### src/rtl/rxf_pkg.sv
package rxf_pkg;
  typedef enum logic [2:0] {
    RSN_CRC    = 3'd0,
    RSN_MAC    = 3'd1,
    RSN_ETYPE  = 3'd2,
    RSN_IPDST  = 3'd3,
    RSN_PROTO  = 3'd4,
    RSN_PORT   = 3'd5,
    RSN_IPSUM  = 3'd6,
    RSN_UDPSUM = 3'd7
  } rsn_e;

  localparam logic [15:0] ETH_IPV4  = 16'h0800;
  localparam logic [15:0] ETH_ARP   = 16'h0806;
  localparam logic [7:0]  PROTO_UDP = 8'd17;
  localparam int          PAY_WORD0 = 11;  // first word holding realigned payload

  // lowest nonzero fault index wins
  function automatic logic [2:0] pick_reason(input logic [7:1] f);
    logic [2:0] r;
    r = 3'd0;
    for (int i = 7; i >= 1; i--) begin
      if (f[i]) r = 3'(i);
    end
    return r;
  endfunction
endpackage

### src/rtl/rxf_csum.sv
module rxf_csum #(
  parameter int ACC_W = 32
) (
  input  logic        clk,
  input  logic        rst,
  input  logic        start,
  input  logic        en,
  input  logic        use_hi,
  input  logic        use_lo,
  input  logic [16:0] extra,
  input  logic [31:0] word,
  output logic [15:0] folded
);
  logic [ACC_W-1:0] acc, tot;
  logic [16:0]      f1;

  always_comb begin
    tot = (start ? '0 : acc)
        + (use_hi ? ACC_W'(word[31:16]) : '0)
        + (use_lo ? ACC_W'(word[15:0])  : '0)
        + ACC_W'(extra);
    f1     = {1'b0, tot[15:0]} + 17'(tot[ACC_W-1:16]);
    folded = f1[15:0] + 16'(f1[16]);
  end

  always_ff @(posedge clk) begin
    if (rst)     acc <= '0;
    else if (en) acc <= tot;
  end
endmodule

### src/rtl/rxf_hdr.sv
module rxf_hdr import rxf_pkg::*; #(
  parameter int          IW   = 7,
  parameter logic [15:0] PORT = 16'd2025
) (
  input  logic [IW-1:0] idx,
  input  logic [31:0]   word,
  input  logic [47:0]   host_mac,
  input  logic [31:0]   host_ip,
  output logic [7:0]    det,
  output logic          is_arp
);
  always_comb begin
    det    = '0;
    is_arp = 1'b0;
    case (idx)
      IW'(0): det[RSN_MAC]   = word != host_mac[47:16];
      IW'(1): det[RSN_MAC]   = word[31:16] != host_mac[15:0];
      IW'(3): begin
        is_arp           = word[31:16] == ETH_ARP;
        det[RSN_ETYPE]   = word[31:16] != ETH_IPV4;
      end
      IW'(5): det[RSN_PROTO] = word[7:0] != PROTO_UDP;
      IW'(7): det[RSN_IPDST] = word[15:0] != host_ip[31:16];
      IW'(8): det[RSN_IPDST] = word[31:16] != host_ip[15:0];
      IW'(9): det[RSN_PORT]  = word[31:16] != PORT;
      default: ;
    endcase
  end
endmodule

### src/rtl/rxf_paybuf.sv
module rxf_paybuf #(
  parameter int DEPTH = 64,
  parameter int DW    = 32
) (
  input  logic          clk,
  input  logic          rst,
  input  logic          clear,
  input  logic          wr_en,
  input  logic [DW-1:0] wr_data,
  input  logic          go,
  output logic          pay_valid,
  output logic [DW-1:0] pay_data,
  output logic          pay_last
);
  localparam int AW = $clog2(DEPTH);
  localparam int CW = AW + 1;

  logic [DW-1:0] mem [DEPTH];
  logic [CW-1:0] wr_ptr, rd_ptr, cnt;
  logic          draining;
  logic          last_rd;

  assign last_rd = (rd_ptr + CW'(1)) == cnt;

  always_ff @(posedge clk) begin
    if (wr_en) mem[wr_ptr[AW-1:0]] <= wr_data;
  end

  always_ff @(posedge clk) begin
    if (draining && !go) pay_data <= mem[rd_ptr[AW-1:0]];
  end

  always_ff @(posedge clk) begin
    if (rst) begin
      wr_ptr    <= '0;
      rd_ptr    <= '0;
      cnt       <= '0;
      draining  <= 1'b0;
      pay_valid <= 1'b0;
      pay_last  <= 1'b0;
    end else begin
      if (clear)      wr_ptr <= '0;
      else if (wr_en) wr_ptr <= wr_ptr + CW'(1);
      pay_valid <= 1'b0;
      pay_last  <= 1'b0;
      if (go) begin
        draining <= 1'b1;
        rd_ptr   <= '0;
        cnt      <= wr_ptr + CW'(wr_en);
      end else if (draining) begin
        pay_valid <= 1'b1;
        pay_last  <= last_rd;
        rd_ptr    <= rd_ptr + CW'(1);
        if (last_rd) draining <= 1'b0;
      end
    end
  end
endmodule

### src/rtl/udp_rx_filter.sv
module udp_rx_filter import rxf_pkg::*; #(
  parameter int          BUF_DEPTH = 64,
  parameter logic [15:0] UDP_PORT  = 16'd2025
) (
  input  logic        clk,
  input  logic        rst,
  input  logic        in_valid,
  input  logic        in_sop,
  input  logic        in_eop,
  input  logic [31:0] in_data,
  input  logic        crc_ok,
  input  logic [47:0] host_mac,
  input  logic [31:0] host_ip,
  output logic        stat_done,
  output logic        stat_accept,
  output logic        stat_arp,
  output logic [2:0]  stat_reason,
  output logic        pay_valid,
  output logic [31:0] pay_data,
  output logic        pay_last
);
  localparam int IW = $clog2(BUF_DEPTH + PAY_WORD0 + 2);

  logic [IW-1:0] wc, idx;
  logic [15:0]   prev_lo, ip_sum, udp_sum;
  logic [7:0]    faults, det_hdr, det_all, faults_now;
  logic          arp_r, udp_zero, is_arp, arp_now;
  logic          frame_end, ip_bad, udp_bad, accept_now;
  logic [2:0]    rsn_now;

  assign frame_end = in_valid && in_eop;
  assign idx       = in_sop ? '0 : wc;

  rxf_hdr #(.IW(IW), .PORT(UDP_PORT)) u_hdr (
    .idx(idx), .word(in_data), .host_mac(host_mac), .host_ip(host_ip),
    .det(det_hdr), .is_arp(is_arp)
  );

  // IPv4 header: low half of word 3 through high half of word 8
  rxf_csum u_ipsum (
    .clk(clk), .rst(rst), .start(in_sop), .en(in_valid),
    .use_hi(idx >= IW'(4) && idx <= IW'(8)),
    .use_lo(idx >= IW'(3) && idx <= IW'(7)),
    .extra(17'd0), .word(in_data), .folded(ip_sum)
  );

  // UDP: addresses from word 6 onward, pseudo protocol and length at word 9
  rxf_csum u_udpsum (
    .clk(clk), .rst(rst), .start(in_sop), .en(in_valid),
    .use_hi(idx >= IW'(7)),
    .use_lo(idx >= IW'(6) && !in_eop),
    .extra((idx == IW'(9)) ? (17'(PROTO_UDP) + 17'(in_data[15:0])) : 17'd0),
    .word(in_data), .folded(udp_sum)
  );

  always_comb begin
    ip_bad  = in_valid && idx == IW'(8) && ip_sum != 16'hFFFF;
    udp_bad = frame_end && !udp_zero && udp_sum != 16'hFFFF;
    det_all = in_valid ? det_hdr : '0;
    det_all[RSN_IPSUM]  = det_all[RSN_IPSUM] | ip_bad;
    det_all[RSN_UDPSUM] = det_all[RSN_UDPSUM] | udp_bad;
    faults_now = (in_sop ? 8'd0 : faults) | det_all;
    rsn_now    = pick_reason(faults_now[7:1]);
    accept_now = (faults_now[7:1] == 7'd0) && crc_ok;
    arp_now    = (in_sop ? 1'b0 : arp_r) | (in_valid && is_arp);
  end

  always_ff @(posedge clk) begin
    if (rst) begin
      wc          <= '0;
      prev_lo     <= '0;
      faults      <= '0;
      arp_r       <= 1'b0;
      udp_zero    <= 1'b0;
      stat_done   <= 1'b0;
      stat_accept <= 1'b0;
      stat_arp    <= 1'b0;
      stat_reason <= 3'd0;
    end else begin
      stat_done <= frame_end;
      if (in_valid) begin
        wc      <= (idx == '1) ? idx : idx + IW'(1);
        prev_lo <= in_data[15:0];
        faults  <= faults_now;
        arp_r   <= arp_now;
        if (idx == IW'(10)) udp_zero <= in_data[31:16] == 16'h0000;
      end
      if (frame_end) begin
        stat_accept <= accept_now;
        stat_arp    <= arp_now;
        stat_reason <= rsn_now;
      end
    end
  end

  rxf_paybuf #(.DEPTH(BUF_DEPTH), .DW(32)) u_buf (
    .clk(clk), .rst(rst),
    .clear(in_valid && in_sop),
    .wr_en(in_valid && idx >= IW'(PAY_WORD0)),
    .wr_data({prev_lo, in_data[31:16]}),
    .go(frame_end && accept_now),
    .pay_valid(pay_valid), .pay_data(pay_data), .pay_last(pay_last)
  );
endmodule

### config.mk
export PLATFORM = sky130hd
export DESIGN_NAME = udp_rx_filter
export DESIGN_NICKNAME = d
export VERILOG_FILES = /design/src/rtl/rxf_pkg.sv /design/src/rtl/rxf_csum.sv /design/src/rtl/rxf_hdr.sv /design/src/rtl/rxf_paybuf.sv /design/src/rtl/udp_rx_filter.sv
export SDC_FILE = /design/constraint.sdc
export NUM_CORES = 2
export LEC_CHECK = 0
export ABC_CLOCK_PERIOD_IN_PS = 13500
export BUFFER_PORTS_ARGS = -buffer_cell sky130_fd_sc_hd__clkbuf_2
export CORE_ASPECT_RATIO = 0.7
export CORE_UTILIZATION = 57
export CTS_CLUSTER_DIAMETER = 150
export DETAILED_ROUTE_END_ITERATION = 10
export PLACE_DENSITY = 0.76
export SYNTH_ARGS = -nofsm -noshare
export SYNTH_HDL_FRONTEND = slang
export SYNTH_SLANG_ARGS = --single-unit
### constraint.sdc
create_clock -name clk -period 13.5 [get_ports clk]
set_clock_uncertainty 0.1 [all_clocks]
set_input_delay 2.7 -clock clk [delete_from_list [all_inputs] [get_ports clk]]
set_output_delay 2.7 -clock clk [all_outputs]
set_load 0.005 [all_outputs]
==> Word level (Yosys, flattened, before mapping) <==
Memories as Yosys holds them, arrays and structs flattened. A register that Yosys moved wholly into a read port is not among the register bits.
Cells that the tools add are included.
{ "classes": {"eq_ne": 19, "n_reduce_logical": 24, "n_bitwise": 5, "magnitude_cmp": 7, "add_sub_neg": 14, "muxes": 31} }
{ "ops": {"columns": ["op", "count"], "rows": [
  ["adder 32 bit", 4],
  ["two-way mux 16 bit", 4],
  ["two-way mux 32 bit", 2],
  ["!= test 16 bit", 3],
  ["adder 16 x 16 -> 17 bit", 2],
  ["adder 16 x 1 -> 16 bit", 2],
  ["adder 32 x 17 -> 32 bit", 1],
  ["!= test 16 bit (second input constant)", 2],
  ["!= test 32 bit", 1],
  ["adder 7 x 1 -> 7 bit (second input constant)", 3],
  ["== test 7 x 4 -> 1 bit (second input constant)", 3],
  [">= comparator 7 x 3 -> 1 bit (second input constant)", 3],
  ["two-way mux 3 bit", 7],
  ["adder 5 x 16 -> 17 bit (first input constant)", 1],
  ["two-way mux 17 bit", 1],
  ["== test 16 x 12 -> 1 bit (second input constant)", 1],
  ["zero test 16 bit", 1],
  ["!= test 16 x 11 -> 1 bit (second input constant)", 1],
  ["!= test 16 x 12 -> 1 bit (second input constant)", 1],
  ["== test 7 x 3 -> 1 bit (second input constant)", 2],
  ["logical AND 1 bit", 14],
  ["zero test 7 bit", 2],
  ["two-way mux 7 bit", 2],
  ["two-way mux 1 bit", 11],
  ["21 further kinds", 26]
]} }
{ "word_totals": {"ff_bits": 127, "out_inout_bits": 40, "ramBits": 2048, "memories": 1} }
{ "memory_table": {"columns": ["name", "depth", "width", "rd", "rd_ports_with_merged_regs", "write_ports", "line_no", "rtl"], "rows": [
  ["u_buf.mem", 64, 32, 1, 1, 1, "rxf_paybuf.sv:18", "logic [DW-1:0] mem [DEPTH];"]
]} }

==> Depth between registers and ports, before layout <==
{ "depth": {"word_depth": 19, "depth_mapped": 47} }

==> Modules after synthesis <==
From an unflattened synthesis, not the netlist that was laid out.
{ "hier_totals": {"cells_unflattened": 5469, "area_unflattened_um2": 93871.3} }
{ "by_module_without_submodules": {"columns": ["mod", "instances", "area_per_inst_um2", "seq_area_each_um2", "cells_each"], "rows": [
  ["rxf_paybuf", 1, 80910.1, 62940.4, 3842],
  ["rxf_csum (u_ipsum)", 1, 4833.4, 640.6, 594],
  ["rxf_csum (u_udpsum)", 1, 4739.5, 640.6, 597],
  ["udp_rx_filter", 1, 2250.9, 760.7, 288],
  ["rxf_hdr", 1, 1137.3, 0.0, 148]
]} }

==> Worst setup path before layout <==
OpenSTA, ideal clock, no wires.
{ "synth_path": {"kind": "input -> register", "from": "input port in_sop", "to": "register u_buf.pay_data[0], read port of u_buf.mem (enable)", "setup_slack_ns": 0.448, "t_arrival_ns": 12.548, "path_stages": 47, "n_path_buf": 5, "t_required_ns": 12.996, "cell_sequence": "clkbuf_1 inv_1 clkbuf_1 clkbuf_1 nand2_1 inv_1 ha_1 clkbuf_1 a21o_1 nand2_1 a21oi_1 clkbuf_1 nand2_1 fa_1 fa_1 inv_1 ha_1 inv_1 (+11 left out) ha_1 o21a_1 and2_4 a211oi_2 a21oi_1 o21ai_0 nand2b_1 a21o_1 ha_1 nand3_1 o31ai_1 a221o_1 a211oi_1 xnor2_1 a41o_1 nand3_1 or4_4 and2_1"} }
{ "synth_via": {"elab_chain_cells": 17, "word_cells_on_any_way": 53, "classes_between": "add/sub: 9; order compare: 6; eq/ne: 8; mux: 15; bitwise: 3; reduce/logical: 12"} }
{ "synth_rtl": {"columns": ["element", "line_no", "rtl"], "rows": [
  ["from (decl)", "udp_rx_filter.sv:8", "input logic in_sop,"],
  ["two-way mux 7 bit", "udp_rx_filter.sv:32", "assign idx = in_sop ? '0 : wc;"],
  [">= comparator 7 x 3 -> 1 bit, on equally long branches", "udp_rx_filter.sv:50, udp_rx_filter.sv:51", null],
  ["two-way mux 16 bit or logical AND 1 bit (tied branches)", "rxf_csum.sv:19, udp_rx_filter.sv:51", null],
  ["adder 32 bit or two-way mux 16 bit (tied branches)", "rxf_csum.sv:19, rxf_csum.sv:20", null],
  ["adder 32 bit", "rxf_csum.sv:20", "+ (use_lo ? ACC_W'(word[15:0]) : '0)"],
  ["adder 32 x 17 -> 32 bit (*)", "rxf_csum.sv:21", "+ ACC_W'(extra);"],
  ["via u_udpsum.tot[23]", "rxf_csum.sv:14", "logic [ACC_W-1:0] acc, tot;"],
  ["adder 16 x 16 -> 17 bit (*)", "rxf_csum.sv:22", "f1 = {1'b0, tot[15:0]} + 17'(tot[ACC_W-1:16]);"],
  ["(+2 left out)", null, null],
  ["logical AND 1 bit (*)", "udp_rx_filter.sv:58", "udp_bad = frame_end && !udp_zero && udp_sum != 16'hFFFF;"],
  ["bitwise OR 1 bit (*)", "udp_rx_filter.sv:61", "det_all[RSN_UDPSUM] = det_all[RSN_UDPSUM] | udp_bad;"],
  ["bitwise OR 8 bit (*)", "udp_rx_filter.sv:62", "faults_now = (in_sop ? 8'd0 : faults) | det_all;"],
  ["zero test 7 bit (*)", "udp_rx_filter.sv:64", "accept_now = (faults_now[7:1] == 7'd0) && crc_ok;"],
  ["logical AND 1 bit (*)", "udp_rx_filter.sv:64", null],
  ["logical AND 1 bit (*)", "udp_rx_filter.sv:101", ".go(frame_end && accept_now),"],
  ["zero test 1 bit (*)", "rxf_paybuf.sv:30", "if (draining && !go) pay_data <= mem[rd_ptr[AW-1:0]];"],
  ["logical AND 1 bit (*)", "rxf_paybuf.sv:30", null],
  ["to (decl)", "rxf_paybuf.sv:12", "output logic [DW-1:0] pay_data,"]
]} }
Mark *: on every way through the listed nets, which the timed path passes. The rest lies on a longest branch.
A chain may end at the register's enable or synchronous reset.

==> Worst setup path after layout <==
{ "layout_path": {"from": "input port in_sop", "to": "register u_buf.pay_data[1], read port of u_buf.mem (enable)"} }
The elaborated chain is that of the path after synthesis.

==> run_results.csv <==
group,metric,value,unit
outcome,outcome,"complete, no violations",
critical_path,reg2reg_setup_slack,2.52,ns
flow_run,cap_violations,0,
power_and_ir_drop,peakVddDrop,0.000138,V
synthesis,synth_edf_count,2080,
sta,period_share,93.0,%
placement,place_congestion,0.926,
floorplan,rows,122,
synthesis,synthesis.nets,4963,
drt,drt_iter0_drc,7454,
grt,antenna_found_initial,10,
placement,dp_hpwl,135000,um
drt,wirelength,244000,um
sta,rsz0062_at_grt,"false",
critical_path,required,13.86,ns
floorplan,io_pins,158,
placement,port_buffers,157,
min_path,min_path_cells,2,
drt,via_per_inst,6.82,
critical_path,worst_setup_path_start_kind,"input pin",
power_and_ir_drop,power-per-cell-area,131,mW/mm^2
synthesis,yosysTopAreaCell,"edfxtp_1",
sta,fmax,79.7,MHz
final_layout,drive_above_1_share,26.4,%
synthesis,synth_warnings,0,
final_layout,multi_input_area,0.0259,mm^2
cts,cts_tree,"yes",
cts,clk_pin_slew,0.06,ns
grt,grt_util_all_layers,30.6,%
cts,clock_latency,0.83,ns
cts,cts_buffers,191,
synthesis,synthFlopType,"edfxtp_1",
cts,holdBufCountCts,0,
final_layout,fill_cells,10299,
cts,htreeDepth,4,
critical_path,r2r-start,"wc[0]",
synthesis,synthArstFlopShare,0,%
sta,tightest_slew,1.37,ns
power_and_ir_drop,p_leak,31.8,nW
floorplan,coreArea,0.159,mm^2
grt,grt_max_degree,147,
min_path,hold_path_class,"flop to flop",
cts,ctsLongestPathBuffers,3,
critical_path,cpPeakStageDelay,0.59,ns
floorplan,die_y,338,um
synthesis,synth-seq-cells,2206,
drt,wl_per_cell,33.9,um
synthesis,avgSynthCellArea,19.5,um^2
floorplan,dieArea,0.163,mm^2
final_layout,fin_nets,5181,
cts,cts_root_buf,"clkbuf_16",
floorplan,initial_utilization,57.7,%
critical_path,worstPathArrival,12.91,ns
cts,cts_sinks,2206,
sta,period_needed,12.55,ns
min_path,holdPathEnd,"faults[4]",
final_layout,syn_to_final_growth,11.0,%
synthesis,synth_top_area_share,68.1,%
floorplan,chipWidth,481,um
critical_path,reg2reg_depth,45,
drt,drc,0,
synthesis,yosysUniqueCellTypes,81,
sta,drv_slew,0,
sta,tns,0,ns
critical_path,worst-path-max-fanout,32,
grt,grt_pass1_wl,349000,um
sta,finalHoldViolations,0,
critical_path,r2r_end,"u_buf.pay_data[1]",
grt,grt_pass1_vias,48544,
drt,drtPass1Iterations,5,
placement,place_inst,6843,
critical_path,crit_path_end_kind,"flop",
synthesis,yosys-top-cells-count,"2080 x edfxtp_1, 664 x mux4_2, 257 x nor2_1, 195 x clkbuf_1, 151 x nand2_1",
synthesis,yosysSeqAreaShare,70.9,%
critical_path,critPathKind,"input pin to flop",
sta,slew_headroom,8.75,%
sta,setup_violations,0,
final_layout,stdcell_count,7201,
cts,cts_resized,0,
synthesis,netlist_instances,4710,
synthesis,synth.area.top_cells,"edfxtp_1 68%, mux4_2 16%, dfxtp_1 2.8%",
critical_path,cpMaxStageDelayCell,"or4_4",
synthesis,synth_most_common_cell,"edfxtp_1",
grt,gr-total-overflow,0,
cts,post_cts_buffers,0,
synthesis,syn_area,0.0917,mm^2
drt,ant_nets,0,
final_layout,regArea,0.0650,mm^2
min_path,hp-start,"faults[4]",
drt,vias,49096,
==> critical path, delay by kind of cell <==
kind | cells | cell delay, ns
adders and majority gates | 7 | 2.50
AOI/OAI and AO/OA | 16 | 3.72
xor gates and xnor gates | 2 | 0.33
and+or+nand+nor | 13 | 2.25
buffers and inverters | 9 | 1.31
==> where the power goes <==
group          switching (W)  internal, W  leakage (nW)  total (W)
logic               0.000192     0.000103          9.45   0.000295
registers          0.0000561      0.00748          19.3    0.00754
clock network        0.00251      0.00299          3.01    0.00551
total                0.00276       0.0106          31.8     0.0133
==> cells in the final DEF, fill, tap and decap left out, types with 77 or more instances in the layout <==
cell,synthesis,layout
buf_4,0,129
a21oi_1,96,96
edfxtp_1,2080,2080
inv_1,78,77
dfxtp_1,126,104
ha_1,84,84
clkbuf_16,0,195
mux4_2,664,664
clkbuf_2,0,155
nand2_1,151,151
xor2_1,92,92
xnor2_1,103,103
nor2_1,257,194
==> sequential cells by signal (all words and copies together) (netlist names), 3 cells and up <==
register	flops
u_buf.cnt	7
stat_reason	3
wc	7
u_udpsum.acc	32
faults	7
u_ipsum.acc	32
u_buf.rd_ptr	7
u_buf.wr_ptr	7
prev_lo	16
u_buf.mem	2048
u_buf.pay_data	32
==> routing by layer <==
layer | track usage (%) | up-vias | wire [um]
met3 | 7.07 | 428 | 31300
met5 | 0 | - | 61
met1 | 45.1 | 25631 | 94000
met2 | 45.7 | 3465 | 111000
met4 | 9.77 | 10 | 7730
li1 | - | 19562 | -
==> worst max-delay path by stage <==
stage	from	endpoint	slack (ns)
after floorplan	in_sop	u_buf.pay_data[0]	0.45
after global placement	in_sop	u_buf.pay_data[10]	0.59
after detailed placement	in_sop	u_buf.pay_data[9]	0.40
after CTS	in_sop	u_buf.pay_data[9]	1.23
after global routing	in_sop	u_buf.pay_data[1]	0.29
final	in_sop	u_buf.pay_data[1]	0.95
==> final cells by class <==
class / count / area share (%)
Timing Repair Buffer: 287 / 1.77
Clock inverter: 116 / 1.08
Inverter: 78 / 0.288
Sequential cell: 2206 / 63.9
Clock buffer: 238 / 4.96
Tap cell: 2108 / 2.59
Multi-Input combinational cell: 2164 / 25.4
Antenna cell: 4 / 0.00983
==> stage by stage <==
stage	area (um^2)	utilization (%)	hold slack (ns)	setup slack [ns]	power (W)
final	102000	64.1	0.359	0.948	0.0133
after CTS	102000	64.1	0.357	1.23	0.0134
after global placement	95700	60.2	0.340	0.586	0.00797
after floorplan	91700	-	0.334	0.448	0.00782
after global routing	102000	64.1	0.388	0.294	0.0136
after detailed placement	95700	60.2	0.348	0.402	0.00798
==> cells by family (layout without fill, tap and decap cells) <==
group | count (synthesis) | after routing | share of synthesized area (%)
AND/OR/NAND/NOR | 772 | 772 | 4.18
other | 0 | 4 | 0
AO/OA/AOI/OAI | 324 | 324 | 2.31
buffers and inverters | 340 | 719 | 1.41
XOR/XNOR | 195 | 195 | 1.86
multiplexers | 738 | 738 | 17.1
flip-flops | 2206 | 2206 | 70.9
adder cells (fa/ha/maj) | 135 | 135 | 2.26
Power figures use the tool's default switching activity.
